## src/rtl/cbr_pkg.sv

```systemverilog
package cbr_pkg;

  typedef enum logic [2:0] {
    BK_NONE   = 3'd0,
    BK_ALWAYS = 3'd1,
    BK_RZERO  = 3'd2,
    BK_RNZERO = 3'd3,
    BK_COND   = 3'd4
  } br_kind_e;

  typedef struct packed {
    logic n;
    logic z;
    logic c;
    logic v;
  } flags_t;

  localparam logic [3:0] CC_EQ = 4'd0;
  localparam logic [3:0] CC_NE = 4'd1;
  localparam logic [3:0] CC_HS = 4'd2;
  localparam logic [3:0] CC_LO = 4'd3;
  localparam logic [3:0] CC_HI = 4'd8;
  localparam logic [3:0] CC_LS = 4'd9;
  localparam logic [3:0] CC_GE = 4'd10;
  localparam logic [3:0] CC_LT = 4'd11;
  localparam logic [3:0] CC_GT = 4'd12;
  localparam logic [3:0] CC_LE = 4'd13;

endpackage

```

## src/rtl/cbr_flag_gen.sv

```systemverilog
module cbr_flag_gen
  import cbr_pkg::*;
#(
  parameter int DATA_W = 64
) (
  input  logic [DATA_W-1:0] res,
  input  logic              carry,
  input  logic              ovf,
  output flags_t            nxt
);
  localparam int MSB = DATA_W - 1;

  always_comb begin
    nxt.n = res[MSB];
    nxt.z = ~|res;
    nxt.c = carry;
    nxt.v = ovf;
  end
endmodule

```

## src/rtl/cbr_cond_eval.sv

```systemverilog
module cbr_cond_eval
  import cbr_pkg::*;
(
  input  flags_t     f,
  input  logic [3:0] code,
  output logic       hit
);
  logic sgn_ge;

  always_comb begin
    sgn_ge = (f.n == f.v);
    unique case (code)
      CC_EQ:   hit = f.z;
      CC_NE:   hit = ~f.z;
      CC_HS:   hit = f.c;
      CC_LO:   hit = ~f.c;
      CC_HI:   hit = f.c & ~f.z;
      CC_LS:   hit = ~f.c | f.z;
      CC_GE:   hit = sgn_ge;
      CC_LT:   hit = ~sgn_ge;
      CC_GT:   hit = ~f.z & sgn_ge;
      CC_LE:   hit = f.z | ~sgn_ge;
      default: hit = 1'b0;
    endcase
  end
endmodule

```

## src/rtl/cbr_take_sel.sv

```systemverilog
module cbr_take_sel
  import cbr_pkg::*;
#(
  parameter int DATA_W = 64
) (
  input  logic [2:0]        kind,
  input  logic              cond_hit,
  input  logic [DATA_W-1:0] rv,
  output logic              take
);
  logic rv_zero;
  br_kind_e k;

  always_comb begin
    rv_zero = ~|rv;
    k       = br_kind_e'(kind);
    case (k)
      BK_ALWAYS: take = 1'b1;
      BK_RZERO:  take = rv_zero;
      BK_RNZERO: take = ~rv_zero;
      BK_COND:   take = cond_hit;
      default:   take = 1'b0;
    endcase
  end
endmodule

```

## src/rtl/cond_branch_unit.sv

```systemverilog
module cond_branch_unit
  import cbr_pkg::*;
#(
  parameter int DATA_W = 64
) (
  input  logic              clk,
  input  logic              rst_n,
  input  logic [DATA_W-1:0] alu_res,
  input  logic              alu_carry,
  input  logic              alu_ovf,
  input  logic              set_flags,
  input  logic [2:0]        br_kind,
  input  logic [3:0]        cond,
  input  logic [DATA_W-1:0] reg_val,
  output logic              take,
  output logic [3:0]        flags_q
);
  flags_t flg_q;
  flags_t flg_d;
  flags_t flg_new;
  logic   cond_hit;

  cbr_flag_gen #(.DATA_W(DATA_W)) u_gen (
    .res   (alu_res),
    .carry (alu_carry),
    .ovf   (alu_ovf),
    .nxt   (flg_new)
  );

  // next-state: clock enable written out
  always_comb begin
    flg_d = flg_q;
    if (set_flags) flg_d = flg_new;
  end

  always_ff @(posedge clk or negedge rst_n) begin
    if (!rst_n) flg_q <= '0;
    else        flg_q <= flg_d;
  end

  // evaluation uses registered flags only
  cbr_cond_eval u_eval (
    .f    (flg_q),
    .code (cond),
    .hit  (cond_hit)
  );

  cbr_take_sel #(.DATA_W(DATA_W)) u_sel (
    .kind     (br_kind),
    .cond_hit (cond_hit),
    .rv       (reg_val),
    .take     (take)
  );

  assign flags_q = flg_q;
endmodule

```

## config.mk

```make
export PLATFORM = sky130hd
export DESIGN_NAME = cond_branch_unit
export DESIGN_NICKNAME = d
export VERILOG_FILES = /design/src/rtl/cbr_pkg.sv /design/src/rtl/cbr_flag_gen.sv /design/src/rtl/cbr_cond_eval.sv /design/src/rtl/cbr_take_sel.sv /design/src/rtl/cond_branch_unit.sv
export SDC_FILE = /design/constraint.sdc
export NUM_CORES = 1
export LEC_CHECK = 0
export BUFFER_PORTS_ARGS = -buffer_cell sky130_fd_sc_hd__buf_2
export CAP_MARGIN = 25
export CORE_MARGIN = 2
export CORE_UTILIZATION = 22
export DETAILED_ROUTE_END_ITERATION = 16
export PLACE_DENSITY = 0.84
export SLEW_MARGIN = 25
export SYNTH_ARGS = -nofsm -noshare
export SYNTH_HDL_FRONTEND = slang
export SYNTH_SLANG_ARGS = --single-unit
```

## constraint.sdc

```tcl
create_clock -name clk -period 1.8 [get_ports clk]
set_input_delay 0.36 -clock clk [delete_from_list [all_inputs] [get_ports clk]]
set_output_delay 0.36 -clock clk [all_outputs]
set_load 0.05 [all_outputs]
```

Word level (Yosys, flattened, before mapping)
Index checks and enable logic that the tools add are counted.

word-level totals
  register bits after elaboration = 4
  latch bits = 0
  RAM bits = 0
  ROM bits = 0
  bits of input ports = 140
  output and inout port bits = 5
  memories kept = 0

operators by class
  $add $sub $neg = 0
  $mul = 0
  divide/modulo/power cells = 0
  magnitude comparators = 0
  equality and inequality tests = 14
  shifts and indexed selects = 0
  muxes and demuxes = 2
  bitwise operators = 7
  reduce and logical (&&, ||, !) cells = 5

operators by type and width
  kind                number
  $reduce_or 64->1    2
  $eq 4x4->1 const B  6
  $pmux 1 s10         1
  $eq 4x2->1 const B  2
  $eq 3x2->1 const B  2
  $eq 4x1->1 const B  1
  $logic_not 4->1     1
  $pmux 1 s4          1
  $eq 3x1->1 const B  1
  $eq 3x3->1 const B  1
  $not 1->1           3
  $and 1x1->1         2
  $logic_not 1->1     2
  $or 1x1->1          2
  $eq 1x1->1          1

Longest topological paths before layout
Gate-level depths: netlist of the first run.

  depth after elaboration = 5
  mapped depth = 5

Cells and area by module
From an unflattened synthesis of the first run, not the netlist that was laid out.

unflattened totals
  cell total of the unflattened synthesis = 81
  area total of the unflattened synthesis = 628.1 µm²

modules (own cells, without submodules)
  module            times used  cells each  area each (µm²)  seq. area each (µm²)
  cbr_take_sel      1           29          188.9            0.0
  cbr_flag_gen      1           24          166.4            0.0
  cond_branch_unit  1           8           145.1            100.1
  cbr_cond_eval     1           20          127.6            0.0

Worst setup path after synthesis of the first run
Ideal clock, no wire load.

  kind = reg-to-output
  start = reg flg_q, in the netlist flags_q[0]
  end = out take
  data arrival time = 1.638 ns
  data required time = 1.440 ns
  setup slack = -0.198 ns
  stages on the path, launching flop included = 6
  path buffers = 0
  cell sequence = dfrtp_1 xnor2_1 o32a_1 a22o_1 nand4_1 nand3_1

on the way
  longest elaborated chain between the ends = 5
  elaborated cells between the ends (all ways) = 6
  classes of those cells = eq/ne (1); mux (2); bitwise (3)

ends and longest elaborated chain
  element                   line                                      text
  start: declaration        cond_branch_unit.sv:18                    flags_t flg_q;
  start signal: assignment  cond_branch_unit.sv:38                    else flg_q <= flg_d;
  $eq 1x1->1 *              cbr_cond_eval.sv:11                       sgn_ge = (f.n == f.v);
  $not 1->1                 cbr_cond_eval.sv:20, cbr_cond_eval.sv:22
  $or 1x1->1                cbr_cond_eval.sv:22                       CC_LE: hit = f.z | ~sgn_ge;
  $pmux 1 s10 *             cbr_cond_eval.sv:12                       unique case (code)
  $pmux 1 s4 *              cbr_take_sel.sv:17                        case (k)
  end: declaration          cond_branch_unit.sv:15                    output logic take,

Every way passes the cells marked *; elsewhere a longest branch is shown, timed or not.

Worst setup path in the final report of the first run
  start = in reg_val[62]
  end = out take

on the way
  longest elaborated chain between the ends = 3

ends and longest elaborated chain
  element             line                    text
  start: declaration  cond_branch_unit.sv:14  input logic [DATA_W-1:0] reg_val,
  $reduce_or 64->1 *  cbr_take_sel.sv:15      rv_zero = ~|rv;
  $logic_not 1->1     cbr_take_sel.sv:15
  $pmux 1 s4 *        cbr_take_sel.sv:17

Marked as above.

==> results of run 1 <==
power groups by stage:
stage / Clock (mW) / Combinational [mW] / Sequential (mW)
after floorplan: 0 / 0.0589 / 0.131
after global placement: 0 / 0.259 / 0.108
after detailed placement: 0 / 0.266 / 0.108
after CTS: 0.125 / 0.292 / 0.107
after global routing: 0.129 / 0.341 / 0.109
final: 0.119 / 0.319 / 0.108
critical path: cells and delay by family:
kind,cells,cell delay (ps)
buf+inv,2,270
mux,1,260
simple gates,4,820
kinds of logic (layout without fill, tap and decap cells):
group           count (synthesis)  count (layout)
simple gates                   57              57
compound gates                 10              10
mux                             4               4
flops                           4               4
buf+inv                         4             158
xor+xnor                        2               2
worst max path at each step:
stage,from,to,slack [ps],cells after the start
floorplan,reg_val[14],take,0.1,5
global placement,reg_val[40],take,-250,7
detailed placement,reg_val[14],take,-330,7
CTS,reg_val[50],take,-170,7
global route,reg_val[62],take,-370,7
finish,reg_val[62],take,-280,7
routing by layer:
layer	routed length, microns	share of wire, %	vias to the layer above	global-route usage, %
met5	0	0	-	0
met4	142	3.3	0	11.6
met3	422	9.7	14	6.05
met2	2530	58	103	52.9
met1	1240	29	635	20.8
li1	-	-	655	-
cell usage in the layout, fill, tap and decap left out, drive strengths merged, types with 3 or more instances in the layout:
cell type | Yosys | routed
nor4 | 30 | 30
nor3 | 5 | 5
o21ai | 4 | 4
nand2 | 3 | 3
clkbuf | 0 | 4
buf | 0 | 149
inv | 4 | 4
mux2 | 3 | 3
dfrtp | 4 | 4
nand4 | 8 | 8
nor2 | 3 | 3
stage by stage:
stage          power [mW]  TNS, ps  cell area [sq um]
3_5_place_dp        0.373     -329               1390
5_1_grt             0.579     -372               1600
3_3_place_gp        0.367     -246               1390
2_1_floorplan       0.189        0                599
4_1_cts             0.524     -166               1510
6_report            0.545     -278               1600
layout make-up:
class	count	area share (%)
Clock buffer	4	1.64
Inverter	4	0.937
Multi-Input combinational cell	73	36.5
Sequential cell	4	6.48
Tap cell	30	2.34
Timing Repair Buffer	150	52.1
repair_timing:
| item | 4_1_cts | 5_1_grt |
|---|---|---|
| hold endpoints to repair | 4 | 0 |
| setup buffers | 1 | 0 |
| gates resized for setup | 13 | 14 |
| pin swaps | 7 | 8 |
| hold buffers | 1 | 0 |
| endpoints found under the setup margin | 1 | 1 |
==> results.md, run 1 <==
Status:
- The run finished, with violations left.
- The final reports fail on setup timing.

Placement:
- In this run, placement finished with an instance count of 259.
- The congestion estimate from routability-driven global placement came to 0.763.
- The number of buffer cells added on primary ports is 144.
- Timing analysis after detailed placement gives a worst setup slack of -329 ps.
- Detailed placement ended at an HPWL of 3360 microns.

STA:
- Setup repair after global routing could not meet its margin everywhere.
- The setup-violating endpoint count in the final report is 1.
- The final hold violation count is 0.
- The worst hold slack is 365 ps.
- Subtracting the final worst setup slack from the clock period gives 2080 ps.
- The timing-limited maximum frequency is 481 MHz.
- The count of pins over their slew limit came to 0.
- On the final layout, the worst clock skew is 0 ps.
- In this run the tightest slew margin relative to its limit is 76.0%.
- The least setup slack across all paths after layout is -278 ps.
- The transition time of the tightest slew-check pin is 356 ps.
- The share of the clock period used by the worst path after layout is 115%.

Synth:
- The adder and majority cell fraction of the synthesized area is 0%.
- The post-synthesis instance area is 591 sq um.
- The total of flip-flops plus latches after synthesis is 4.
- The top-area cell type share of the netlist area is 31.8%.
- The fraction of the mapped netlist area in compound gates is 10.8%.
- The commonest cells after synthesis are 30 x nor4_1, 8 x nand4_1.
- Counting every instance in the synthesized netlist gives 81.
- Yosys attributes the largest share of cell area to nor4_1 32%, dfrtp_1 17%, nand4_1 8.5%, mux2_2 5.7%, nor3_1 3.4%.
- The biggest area consumer among synthesized cells is nor4_1.
- The synthesized netlist net count is 221.
- The portion of synthesized area spent on multiplexers is 7.42%.
- The most numerous cell in the Yosys netlist is nor4_1.
- The combinational family with the most area after synthesis is simple AND/OR/NAND/NOR gates.
- For this run, asynchronously set or reset flops after synthesis account for 100%.
- The flip-flop cell with the highest count after synthesis is dfrtp_1.
- Of the synthesized area, sequential elements account for 16.9%.
- The post-synthesis cell type count is 23.
- The xor/xnor share of the synthesized area is 2.97%.
- Summing the areas of all and, or, nand and nor instances in the mapped netlist gives 59.3% of the synthesized area.
- Yosys printed 0 warnings.
- The per-instance average area after synthesis is 7.29 sq um.
- The number of synthesized flops with an enable pin is 0.

Detailed routing:
- The pre-antenna-repair detailed-routing pass consisted of 4 iterations.
- In the routed layout, each cell is associated on average with a via count of 5.31.
- The number of nets still failing antenna checks after routing is 0.
- The via count is 1,407.
- The per-cell routed wire length is 16.3 microns.
- The DRC violation count after routing is 0.
- The total wirelength of the detailed-routed design is 4330 microns.
- For this block, the initial DRC count from the detailed router was 61.

Pwr:
- The net switching power is 0.184 mW.
- Per report_power, the combinational group accounts for 58.4% of the total.
- The cell-internal power is 0.361 mW.
- The net switching share of the total power is 33.7%.
- The highest ir drop seen on vdd is 0.000357 V.
- The share of power burned in the clock network is 21.8%.
- The part of the power in registers is 19.7%.
- The power density relative to cell area is 340 mW/mm^2.
- In this run the static leakage power is 0.798 nW.

Worst hold path:
- The endpoint of the worst hold-timing path is flags_q[1].
- In this run the most critical hold path is launched from alu_carry.
- The worst hold path belongs to the class input port to register.
- The hold-critical path depth is 2.

Setup path:
- The critical path is of the input port to primary output type.
- The slowest stage of the critical path is the nor4_4 cell.
- The element type at the critical path start is an input port.
- The flop-to-flop setup slack is 890 ps.
- The required arrival time at the worst endpoint is 1440 ps.
- The signal arrival time at the worst endpoint is 1720 ps.
- The endpoint kind of the worst setup timing path is a primary output.
- Counting cells, the worst reg-to-reg path comes to 2.
- The worst register-to-register path begins at flags_q[0].
- The maximum net fanout on the critical path is 1.
- The signal on the critical path passes through buf_6 > nor4_4 > nand4_1 > nor3_2 > mux2i_1 > nand3_2 > buf_8.
- In this run the critical register-to-register path is captured at flags_q[0].
- The delay contributed by the slowest stage of the critical path is 280 ps.

Clock tree:
- Buffers inserted during clock tree synthesis total 3.
- In this run the clock root is driven by a clkbuf_4.
- The CTS tree is built.
- The number of H-tree levels is 1.
- The clock reaches the later pin of the worst-skew pair after 230 ps.
- No sink is reached through more buffers than the 2 on the longest clock path.
- The number of clock sinks is 4.
- The clock-pin slew on the worst setup and hold paths is 40 ps.

Floorplan:
- The floorplan step set the die height to 55.8 microns.
- The die covers 0.00311 sq mm.
- The floorplan step set the die width to 55.8 microns.
- The number of rows created at floorplan is 18.
- The effective utilization at floorplan is 23.6%.
- The core outline area is 0.00250 sq mm.
- The number of primary I/O pins is 145.

Global routing:
- Across every metal layer, demand over resource in global routing totals 25.0%.
- Entering global routing, the biggest net connects 7 pins.
- The initial antenna violation count was 0.
- The via count of the first global-routing pass is 1,486.
- For this run the aggregate overflow at the end of global routing stands at 0.
- The global-route wire length before repair is 6150 microns.

Final layout:
- The ratio of cells with drive above 1 in the final layout is 73.2%.
- Compared with the post-synthesis result, the final layout area differs by 171%.
- The number of fill cells in the layout is 217.
- The final layout contains 376 nets.
- The register with the most flip-flops in the layout has 4 of them.
- The number of antenna diodes in the final layout is 0.
- The combined area of the multi-input logic cells is 586 sq um.
- The sequential cells in the finished layout cover a total of 104 sq um.
- The number of cells in the finished layout apart from fillers is 265.
- The share of the core filled with cells in the final layout is 64.1%.

Run:
- The number of max-cap violations is 0.
Power figures use the tool's default switching activity.
==> run 2, diff against run 1 <==
--- a/config.mk
+++ b/config.mk
@@ -9,6 +9,7 @@
 export CAP_MARGIN = 25
 export CORE_MARGIN = 2
 export CORE_UTILIZATION = 22
+export CTS_CLUSTER_DIAMETER = 30
 export DETAILED_ROUTE_END_ITERATION = 16
 export PLACE_DENSITY = 0.84
 export SLEW_MARGIN = 25
==> constraint.sdc (replaced) <==
create_clock -name clk -period 1.8 [get_ports clk]
set_input_delay 0.36 -clock clk [delete_from_list [all_inputs] [get_ports clk]]
set_output_delay 0.36 -clock clk [all_outputs]
set_load 0.1 [all_outputs]
==> results.md, run 2 (synthesis results as in run 1) <==
STA:
- Setup repair after global routing missed its margin: yes (unchanged).
- The timing-limited maximum frequency came to 496 MHz (was 481 MHz).
- The worst slew margin relative to its limit is 67.6% (was 76.0%).
- The final hold violation count was 0 (unchanged).
- The count of pins over their slew limit is 0 (unchanged).
- The least setup slack across all paths after layout came to -216 ps (was -278 ps).
- The minimum period implied by the final worst setup slack came to 2020 ps (was 2080 ps).
- The worst-case clock skew is 0 ps (unchanged).
- The transition time of the tightest slew-check pin is 490 ps (was 356 ps).
- The share of the clock period used by the worst path after layout is 112% (was 115%).
- The setup-violating endpoint count in the final report was 1 (unchanged).

Placement:
- The minimum setup slack after placement was -313 ps (was -329 ps).
- The placed wire-length estimate after detailed placement came to 3040 microns (was 3360 microns).
- The number of buffer cells added on primary ports was 144 (unchanged).
- The final weighted congestion in routability-driven placement came to 0.834 (was 0.763).

Floorplan:
- The effective utilization at floorplan came to 23.6% (unchanged).
- The die width is 55.8 microns (unchanged).
- The number of primary I/O pins is 145 (unchanged).
- The die span in y is 55.8 microns (unchanged).
- The die footprint came to 0.00311 sq mm (unchanged).
- The number of rows created at floorplan is 18 (unchanged).
- The core outline area is 0.00250 sq mm (unchanged).

Setup path:
- The flop-to-flop setup slack is 920 ps (was 890 ps).
- The maximum net fanout on the critical path is 1 (unchanged).
- The endpoint kind of the worst setup timing path is a primary output (unchanged).
- The count of cells along the worst register-to-register path is 1 (was 2).
- The element type at the critical path start is an input port (unchanged).
- The signal arrival time at the worst endpoint was 1660 ps (was 1720 ps).
- The required arrival time at the worst endpoint came to 1440 ps (about the same).
- The start-to-end type of the worst setup path is input port to primary output (unchanged).

Pwr:
- The share of power burned in the clock network came to 20.4% (was 21.8%).
- The portion of total power attributed to combinational logic is 59.3% (was 58.4%).
- The leakage power was 0.773 nW (was 0.798 nW).
- The net switching power is 0.203 mW (was 0.184 mW).
- The cell-internal power is 0.346 mW (was 0.361 mW).
- The power density relative to cell area came to 357 mW/mm^2 (was 340 mW/mm^2).
- The highest ir drop seen on vdd was 0.000317 V (was 0.000357 V).
- The part of the power in registers is 20.2% (was 19.7%).
- The net switching share of the total power is 37.0% (was 33.7%).
- The post-route total power is 0.548 mW (was 0.545 mW).

Final layout:
- The flip-flop count of the largest register, all copies and words added was 4 (unchanged).
- The number of antenna diodes was 0 (unchanged).
- The most frequent standard cell in the layout excluding fill and tap cells is buf_2 (unchanged).
- The area growth from synthesis to final layout is 160% (was 171%).
- Most frequent cells in the layout: 141 x buf_2, 23 x nor4_1, 8 x nand4_1 (was 134 x buf_2, 21 x nor4_1, 9 x buf_6).
- The ratio of cells with drive above 1 in the final layout is 73.1% (was 73.2%).
- The total number of nets in the final design is 376 (unchanged).

Detailed routing:
- The routed metal-1 wire length is 934 microns (was 1240 microns).
- The number of DRC violations after detailed-routing iteration 0 is 16 (was 61).
- The ratio of routed vias to standard cells is 5.00 (was 5.31).
- The length of routed met3 wiring came to 385 microns (was 422 microns).
- The via count came to 1,320 (was 1,407).
- The DRC violation count after routing is 0 (unchanged).
- The total wirelength of the detailed-routed design is 3460 microns (was 4330 microns).
- The number of nets still failing antenna checks after routing was 0 (unchanged).
- The met2 wirelength from detailed routing came to 2020 microns (was 2530 microns).
- The first-pass iteration count of the detailed router is 4 (unchanged).
- The per-cell routed wire length is 13.1 microns (was 16.3 microns).
- The uppermost metal layer occupied by signal nets is met4 (unchanged).

Global routing:
- The global-route wire length before repair is 5480 microns (was 6150 microns).
- The leftover overflow at the end of global routing is 0 (unchanged).
- The global routing usage summed across all routing layers is 22.1% (was 25.0%).
- The maximum number of pins on one net before global-route repair came to 7 (unchanged).
- The initial antenna violation count is 0 (unchanged).
- The via count of the first global-routing pass came to 1,339 (was 1,486).

Run:
- The number of max-cap violations is 0 (unchanged).

Status:
- Status: complete, but fails checks (unchanged).
- Violated checks: setup timing (unchanged).

Clock tree:
- The clock buffer count from CTS came to 3 (unchanged).
- The CTS tree is built (unchanged).
- The cell at the root of the clock tree is clkbuf_4 (unchanged).
- The clock latency at the later pin of the worst-skew pair is 240 ps (was 230 ps).
- The number of clock sinks was 4 (unchanged).
- The clock-pin slew on the worst setup and hold paths is 40 ps (about the same).
- The number of H-tree levels came to 1 (unchanged).
- The buffer levels on the longest clock path was 2 (unchanged).
- The buffers inserted during post-CTS setup optimization is 0 (was 1).

Worst hold path:
- The hold-critical path depth is 2 (unchanged).
- The type of the worst min-delay path is input port to register (unchanged).
[run 2: what timing repair did]
item | 4_1_cts | 5_1_grt
pin swaps | 6 | 0
hold buffers | 1 | 0
hold endpoints to repair | 4 | 0
resized for setup | 10 | 1
setup endpoints to repair | 1 | 1
[run 2: area by class of cell]
cell class                 instances  area, sq um
fill                             230          962
timing repair buffer             150          796
multi-input combinational         73          554
sequential                         4          113
tap                               30         37.5
clock buffer                       3         22.5
inverter                           4         15.0
[run 2: layer usage]
metal | vias up | global-route usage [%]
li1 | 654 | -
met1 | 564 | 17.4
met2 | 90 | 47.3
met3 | 12 | 5.58
met4 | 0 | 11.2
met5 | - | 0
[run 2: power groups by stage]
stage | registers (mW) | clock network [mW] | logic, mW
6_report | 0.111 | 0.112 | 0.325
5_1_grt | 0.112 | 0.126 | 0.352
4_1_cts | 0.111 | 0.116 | 0.325
3_5_place_dp | 0.113 | 0 | 0.310
3_3_place_gp | 0.112 | 0 | 0.306
2_1_floorplan | 0.162 | 0 | 0.0712
[run 2: critical path, cell delays in order]
cell,delay [ps]
buf_2,100
nor4b_2,280
nand4_1,130
nor3_2,190
mux2i_1,300
nand3_4,110
buf_12,170
[run 2: worst paths after layout]
kind                              from          to
setup / recovery           reg_val[16]        take
hold / removal                 alu_ovf  flags_q[0]
setup reg to reg            flags_q[1]  flags_q[1]
hold reg to reg             flags_q[0]  flags_q[0]
max in group asynchronous        rst_n  flags_q[1]
min in group asynchronous        rst_n  flags_q[0]
[run 2: per-stage QoR]
| stage | util (%) | cells | area, sq um | hold WS (ps) | TNS (ps) |
|---|---|---|---|---|---|
| after floorplan | - | 81 | 623 | 64.4 | -115 |
| after global placement | 57.4 | 260 | 1430 | 165 | -290 |
| after detailed placement | 57.4 | 260 | 1430 | 167 | -313 |
| after CTS | 61.3 | 264 | 1530 | 350 | -228 |
| after global routing | 61.5 | 264 | 1540 | 356 | -299 |
| final | 61.5 | 264 | 1540 | 353 | -216 |
